<file path="src/rtl/qpc_pkg.sv">
package qpc_pkg;
  typedef enum logic {
    ENC_QUAD   = 1'b0,
    ENC_CNTDIR = 1'b1
  } enc_mode_e;

  localparam int NUM_PHASES = 2;
  localparam int PH_A = 0;
  localparam int PH_B = 1;
endpackage

</file>
<file path="src/rtl/qpc_phase_cond.sv">
// One encoder phase: two-flop synchronizer, polarity select, stability filter.
module qpc_phase_cond #(
  parameter int FILT_W = 4
) (
  input  logic              clk,
  input  logic              rst_n,
  input  logic              pin_i,
  input  logic              inv_i,
  input  logic [FILT_W-1:0] filt_i,
  output logic              lvl_o
);
  localparam logic [FILT_W:0] RUN_ONE = {{FILT_W{1'b0}}, 1'b1};

  logic              sync1_q, sync2_q;
  logic              held_q;
  logic [FILT_W-1:0] run_q;
  logic              cond;
  logic              bypass;

  assign cond   = sync2_q ^ inv_i;
  assign bypass = (filt_i == '0);

  always_ff @(posedge clk or negedge rst_n) begin
    if (!rst_n) begin
      sync1_q <= 1'b0;
      sync2_q <= 1'b0;
      held_q  <= 1'b0;
      run_q   <= '0;
    end else begin
      sync1_q <= pin_i;
      sync2_q <= sync1_q;
      if (bypass) begin
        held_q <= cond;
        run_q  <= '0;
      end else if (cond == held_q) begin
        run_q <= '0;
      end else if (({1'b0, run_q} + RUN_ONE) >= {1'b0, filt_i}) begin
        held_q <= cond;
        run_q  <= '0;
      end else begin
        run_q <= run_q + 1'b1;
      end
    end
  end

  assign lvl_o = bypass ? cond : held_q;
endmodule

</file>
<file path="src/rtl/qpc_step_decode.sv">
// Turns conditioned phase levels into up/down steps for the selected encoding.
module qpc_step_decode
  import qpc_pkg::*;
(
  input  logic clk,
  input  logic rst_n,
  input  logic mode_i,
  input  logic a_i,
  input  logic b_i,
  output logic step_o,
  output logic up_o
);
  logic      a_prev_q, b_prev_q;
  logic      a_chg, b_chg;
  enc_mode_e mode;

  assign mode  = enc_mode_e'(mode_i);
  assign a_chg = a_i ^ a_prev_q;
  assign b_chg = b_i ^ b_prev_q;

  always_ff @(posedge clk or negedge rst_n) begin
    if (!rst_n) begin
      a_prev_q <= 1'b0;
      b_prev_q <= 1'b0;
    end else begin
      a_prev_q <= a_i;
      b_prev_q <= b_i;
    end
  end

  always_comb begin
    step_o = 1'b0;
    up_o   = 1'b0;
    unique case (mode)
      ENC_QUAD: begin
        // exactly one phase moved; both moving is an illegal jump
        step_o = a_chg ^ b_chg;
        up_o   = a_chg ? (a_i != b_i) : (a_i == b_i);
      end
      ENC_CNTDIR: begin
        step_o = a_i & ~a_prev_q;
        up_o   = b_i;
      end
      default: begin
        step_o = 1'b0;
        up_o   = 1'b0;
      end
    endcase
  end
endmodule

</file>
<file path="src/rtl/qpc_mod_counter.sv">
// Position counter wrapping between two programmable limits.
module qpc_mod_counter #(
  parameter int CNT_W = 16
) (
  input  logic             clk,
  input  logic             rst_n,
  input  logic             step_i,
  input  logic             up_i,
  input  logic             clear_i,
  input  logic [CNT_W-1:0] lo_i,
  input  logic [CNT_W-1:0] hi_i,
  output logic [CNT_W-1:0] count_o,
  output logic             dir_up_o,
  output logic             wrap_o,
  output logic             wrap_top_o
);
  always_ff @(posedge clk or negedge rst_n) begin
    if (!rst_n) begin
      count_o    <= '0;
      dir_up_o   <= 1'b1;
      wrap_o     <= 1'b0;
      wrap_top_o <= 1'b0;
    end else begin
      wrap_o <= 1'b0;
      if (clear_i) begin
        count_o <= lo_i;
      end else if (step_i) begin
        dir_up_o <= up_i;
        if (up_i) begin
          if (count_o >= hi_i) begin
            count_o    <= lo_i;
            wrap_o     <= 1'b1;
            wrap_top_o <= 1'b1;
          end else begin
            count_o <= count_o + 1'b1;
          end
        end else begin
          if (count_o <= lo_i) begin
            count_o    <= hi_i;
            wrap_o     <= 1'b1;
            wrap_top_o <= 1'b0;
          end else begin
            count_o <= count_o - 1'b1;
          end
        end
      end
    end
  end
endmodule

</file>
<file path="src/rtl/quad_pos_counter.sv">
module quad_pos_counter
  import qpc_pkg::*;
#(
  parameter int CNT_W  = 16,
  parameter int FILT_W = 4
) (
  input  logic              clk,
  input  logic              rst_n,
  input  logic              mode_i,
  input  logic              phase_a_i,
  input  logic              phase_b_i,
  input  logic              inv_a_i,
  input  logic              inv_b_i,
  input  logic [FILT_W-1:0] filt_a_i,
  input  logic [FILT_W-1:0] filt_b_i,
  input  logic [CNT_W-1:0]  lim_lo_i,
  input  logic [CNT_W-1:0]  lim_hi_i,
  input  logic              clear_i,
  output logic [CNT_W-1:0]  count_o,
  output logic              dir_up_o,
  output logic              wrap_o,
  output logic              wrap_top_o
);
  logic [NUM_PHASES-1:0] pin_v, inv_v, lvl_v;
  logic [FILT_W-1:0]     filt_v [NUM_PHASES];
  logic                  step, step_up;

  assign pin_v[PH_A]  = phase_a_i;
  assign pin_v[PH_B]  = phase_b_i;
  assign inv_v[PH_A]  = inv_a_i;
  assign inv_v[PH_B]  = inv_b_i;
  assign filt_v[PH_A] = filt_a_i;
  assign filt_v[PH_B] = filt_b_i;

  for (genvar g = 0; g < NUM_PHASES; g++) begin : g_phase
    qpc_phase_cond #(.FILT_W(FILT_W)) u_cond (
      .clk    (clk),
      .rst_n  (rst_n),
      .pin_i  (pin_v[g]),
      .inv_i  (inv_v[g]),
      .filt_i (filt_v[g]),
      .lvl_o  (lvl_v[g])
    );
  end

  qpc_step_decode u_dec (
    .clk    (clk),
    .rst_n  (rst_n),
    .mode_i (mode_i),
    .a_i    (lvl_v[PH_A]),
    .b_i    (lvl_v[PH_B]),
    .step_o (step),
    .up_o   (step_up)
  );

  qpc_mod_counter #(.CNT_W(CNT_W)) u_cnt (
    .clk        (clk),
    .rst_n      (rst_n),
    .step_i     (step),
    .up_i       (step_up),
    .clear_i    (clear_i),
    .lo_i       (lim_lo_i),
    .hi_i       (lim_hi_i),
    .count_o    (count_o),
    .dir_up_o   (dir_up_o),
    .wrap_o     (wrap_o),
    .wrap_top_o (wrap_top_o)
  );
endmodule

</file>
<file path="config.mk">
export PLATFORM = sky130hd
export DESIGN_NAME = quad_pos_counter
export DESIGN_NICKNAME = d
export VERILOG_FILES = /design/src/rtl/qpc_pkg.sv /design/src/rtl/qpc_phase_cond.sv /design/src/rtl/qpc_step_decode.sv /design/src/rtl/qpc_mod_counter.sv /design/src/rtl/quad_pos_counter.sv
export SDC_FILE = /design/constraint.sdc
export NUM_CORES = 1
export LEC_CHECK = 0
export ABC_AREA = 1
export ABC_CLOCK_PERIOD_IN_PS = 2790
export CAP_MARGIN = 30
export CORE_MARGIN = 2
export CORE_UTILIZATION = 60
export DETAILED_ROUTE_END_ITERATION = 6
export DONT_BUFFER_PORTS = 1
export HOLD_SLACK_MARGIN = 0.02
export PLACE_DENSITY = 0.74
export SYNTH_ARGS = -nofsm -noshare
export SYNTH_HDL_FRONTEND = slang
export SYNTH_HIERARCHICAL = 1
export SYNTH_SLANG_ARGS = --single-unit
export TNS_END_PERCENT = 10
</file>
<file path="constraint.sdc">
create_clock -name clk -period 2.79 [get_ports clk]
set_input_delay 0.1395 -clock clk [delete_from_list [all_inputs] [get_ports clk]]
set_output_delay 0.1395 -clock clk [all_outputs]
set_load 0.02 [all_outputs]
</file>
==> impl_metrics.yaml <==
global_routing:
  grt_max_degree: 36
  grt_first_pass_wirelength_mm: 17.40
  track_usage: 0.3059
  grt_pass1_vias: 3715
  top_usage_layer: "met2"
  gr-total-overflow: 0
  met1_usage: 0.3791
  grt_use_met3: 0.04847
  antenna_found_initial: 0
  grtUsageMet2: 0.5389
layout:
  seq_area_um2: 877.1
  area_delta_synth_final_pct: 14.96
  nNetsFinal: 672
  final_cells: 655
  n_fill_cell: 491
  drive_gt1_frac: 0.1172
  final_core_util: 0.7245
  multi_input_area_um2: 2536
  antenna_cells: 0
power_and_ir_drop:
  intPower_mw: 2.058
  ir_drop_mv: 0.6295
  combPwrFrac: 0.655
  p_switching_mw: 2.424
  p_per_area_nw_per_um2: 1027
  sequentialPowerShare: 0.239
  cellLeakagePower_nw: 2.307
  switching_share: 0.5409
  power_mw: 4.482
  power_frac_clock: 0.106
logic_synthesis:
  syn_avg_cell_area_um2: 7.058
  ys_warn_count: 6
  synth_xor_area_frac: 0.07084
  synth_top_area_share: 0.2241
  synth_compound_area_frac: 0.1058
  synth_top_family_by_area: "simple AND/OR/NAND/NOR gates"
  synth_mux_area_frac: 0
  yosysTopAreaCell: "dfrtp_1"
  yosysUniqueCellTypes: 39
  postSynthCellCount: 538
  yosysSeqAreaShare: 0.2310
  yosys-top-cells-area: "dfrtp_1 (22%), ha_1 (15%), nand2_1 (12%)"
  ys_ff_latch: 35
  synth-adder-area-share: 0.1483
  syn_area_um2: 3797
  synthSimpleGateAreaFrac: 0.3410
  syn-num-nets: 631
run_status:
  status: "finished clean"
sta:
  relSlewSlack: 0.6923
  final-setup-viol-count: 0
  worstMarginPinSlew_ns: 0.4616
  max_freq_ghz: 0.3721
  worst_slack_ns: 0.1027
  hold_viol: 0
  finalCritPeriodShare: 0.9632
  fin_crit_ns: 2.687
  slew_violations: 0
  skew_ns: 0.008146
floorplan:
  start_util: 0.6302
  die-area_um2: 6981
  core_area_um2: 6026
  die_y_um: 83.56
  rows: 28
  die_w_um: 83.56
  ios: 67
worst_setup_path:
  r2r_start: "g_phase[0].u_cond/sync2_q$_DFF_PN0_"
  critPathMaxFanout: 7
  cp-end-kind: "flop"
  path_buf_inv: 3
  max_stage_delay_ns: 0.60
  endpoint: "u_cnt/count_o[0]$_DFFE_PN0P_"
  crit_slowest_cell: "dlygate4sd3_1"
  critical_path_class: "flop to flop"
  r2r_cells: 12
  rrSetupSlack_ns: 0.10
  startpoint: "g_phase[0].u_cond/sync2_q$_DFF_PN0_"
  cp.depth: 12
  arrival_ns: 2.92
  timing.rr.end: "u_cnt/count_o[0]$_DFFE_PN0P_"
  path_cells: "xnor2_2 > a21oi_1 > ha_1 > inv_1 > nand3_1 > nand3_1 > nand2_1 > nor2_2 > buf_4 > a22oi_1 > dlygate4sd3_1 > nand2_1"
  cp-start-kind: "flop"
  required_ns: 3.02
  cp_top_family: "buffers and inverters"
clock_tree:
  ctsLongestPathBuffers: 2
  ctsRootBufferMaster: "clkbuf_8"
  numCtsBuffers: 5
  clk_pin_slew_ns: 0.08
  cts_htree_levels: 2
  clock_sinks: 35
  cts_tree: "yes"
  cts_setup_buffers: 0
  clkLatencyLatePin_ns: 0.29
run:
  cap_violations: 0
route:
  drtPass1Iterations: 6
  remaining_drc_errors: 0
  routed_wl_mm: 10.56
  routed_via_density: 5.798
  vias: 3798
  dr.first_iter.drc_count: 254
  wire_per_inst_um: 16.13
  ant_nets: 0
hold_path:
  hp-class: "primary input to flop"
placement:
  io_buffers: 0
  gp_congestion: 0.9527
  dp_slack_ns: 0.2280
  hpwl_mm: 7.928
  placed_cells: 617
-- per-stage QoR --
| stage | hold WS, ns | area, µm² | TNS [ns] |
|---|---|---|---|
| 5_1_grt | 0.02930 | 4365 | -0.007159 |
| 3_5_place_dp | -0.1551 | 3935 | 0 |
| 4_1_cts | 0.02198 | 4358 | 0 |
| 2_1_floorplan | -0.1561 | 3797 | 0 |
| 6_report | 0.03176 | 4365 | 0 |
| 3_3_place_gp | -0.1554 | 3935 | 0 |
-- power by group through the flow --
stage	logic [mW]	clock network, mW	registers (mW)
2_1_floorplan	2.03	0	1.13
3_3_place_gp	2.69	0	1.07
3_5_place_dp	2.76	0	1.08
4_1_cts	2.87	0.488	1.07
5_1_grt	3.28	0.496	1.11
6_report	2.93	0.475	1.07
-- routing by layer --
| layer | share of wire | vias to the layer above |
|---|---|---|
| li1 | - | 1847 |
| met1 | 0.42 | 1771 |
| met5 | 0 | - |
| met2 | 0.49 | 152 |
| met3 | 0.067 | 28 |
| met4 | 0.027 | 0 |
-- synth_stat cells (all sizes together) --
library cell and n:
a21o 1, a21oi 26, a22oi 16, a31o 2
buf 10, clkbuf 3, dfrtp 34, dfstp 1
ha 45, inv 82, nand2 131, nand3 59
nand3b 2, nand4 8, nor2 51, nor3 14
nor3b 1, nor4 1, o211ai 3, o21a 1
o21ai 17, o21bai 1, xnor2 6, xor2 23
-- cell usage in the layout, fill, tap and decap left out, drive strengths merged --
cell type and n:
a21o 1, a21oi 26, a22oi 16, a31o 2
buf 18, bufinv 1, clkbuf 5, clkinv 2
dfrtp 34, dfstp 1, dlygate4sd3 29, ha 45
inv 82, nand2 131, nand3 59, nand3b 2
nand4 8, nor2 51, nor3 14, nor3b 1
nor4 1, o211ai 3, o21a 1, o21ai 17
o21bai 1, xnor2 6, xor2 23
-- worst reg2reg max path, delay by kind of cell (launching register included) --
family | cells | cell delay, ns
AO/OA/AOI/OAI | 2 | 0.32
XOR/XNOR | 1 | 0.16
AND/OR/NAND/NOR | 5 | 0.58
flip-flops | 1 | 0.39
adder cells (fa/ha/maj) | 1 | 0.29
buffers and inverters | 3 | 0.90
-- worst min path at each step --
stage	start	to	slack (ns)	cells past startpoint
after floorplan	rst_n	g_phase[0].u_cond/held_q$_DFFE_PN0P_	-0.16	0
after global placement	rst_n	u_cnt/count_o[1]$_DFFE_PN0P_	-0.16	0
after detailed placement	rst_n	u_cnt/count_o[1]$_DFFE_PN0P_	-0.16	0
after CTS	lim_lo_i[12]	u_cnt/count_o[12]$_DFFE_PN0P_	0.02	2
after global routing	lim_lo_i[12]	u_cnt/count_o[12]$_DFFE_PN0P_	0.03	2
final	lim_lo_i[12]	u_cnt/count_o[12]$_DFFE_PN0P_	0.03	2
-- registers in the layout, indices dropped and copies added, names as in the netlist --
name / flops
g_phase.u_cond/sync1_q: 2
u_dec/b_prev_q: 1
g_phase.u_cond/sync2_q: 2
u_cnt/dir_up_o: 1
u_cnt/count_o: 16
g_phase.u_cond/run_q: 8
g_phase.u_cond/held_q: 2
u_cnt/wrap_o: 1
u_cnt/wrap_top_o: 1
u_dec/a_prev_q: 1
-- what timing repair did --
action	in CTS	in global routing
hold buffers	30	0
resized for setup	0	2
hold endpoints to repair	53	0
endpoints found under the setup margin	0	13
-- layout make-up --
cell class,instances,share of cell area
clock buffers,5,0.01576
clock inverters,3,0.01003
inverters,82,0.07051
multi-input cells,408,0.5810
flip-flops and latches,35,0.2009
well taps,75,0.02150
repair buffers,47,0.1003
-- cell families after synthesis --
| kind of cell | after synthesis |
|---|---|
| flops | 35 |
| xor+xnor | 29 |
| fa+ha+maj | 45 |
| simple gates | 267 |
| buf+inv | 95 |
| compound gates | 67 |
(Power assumes the default switching activity.)
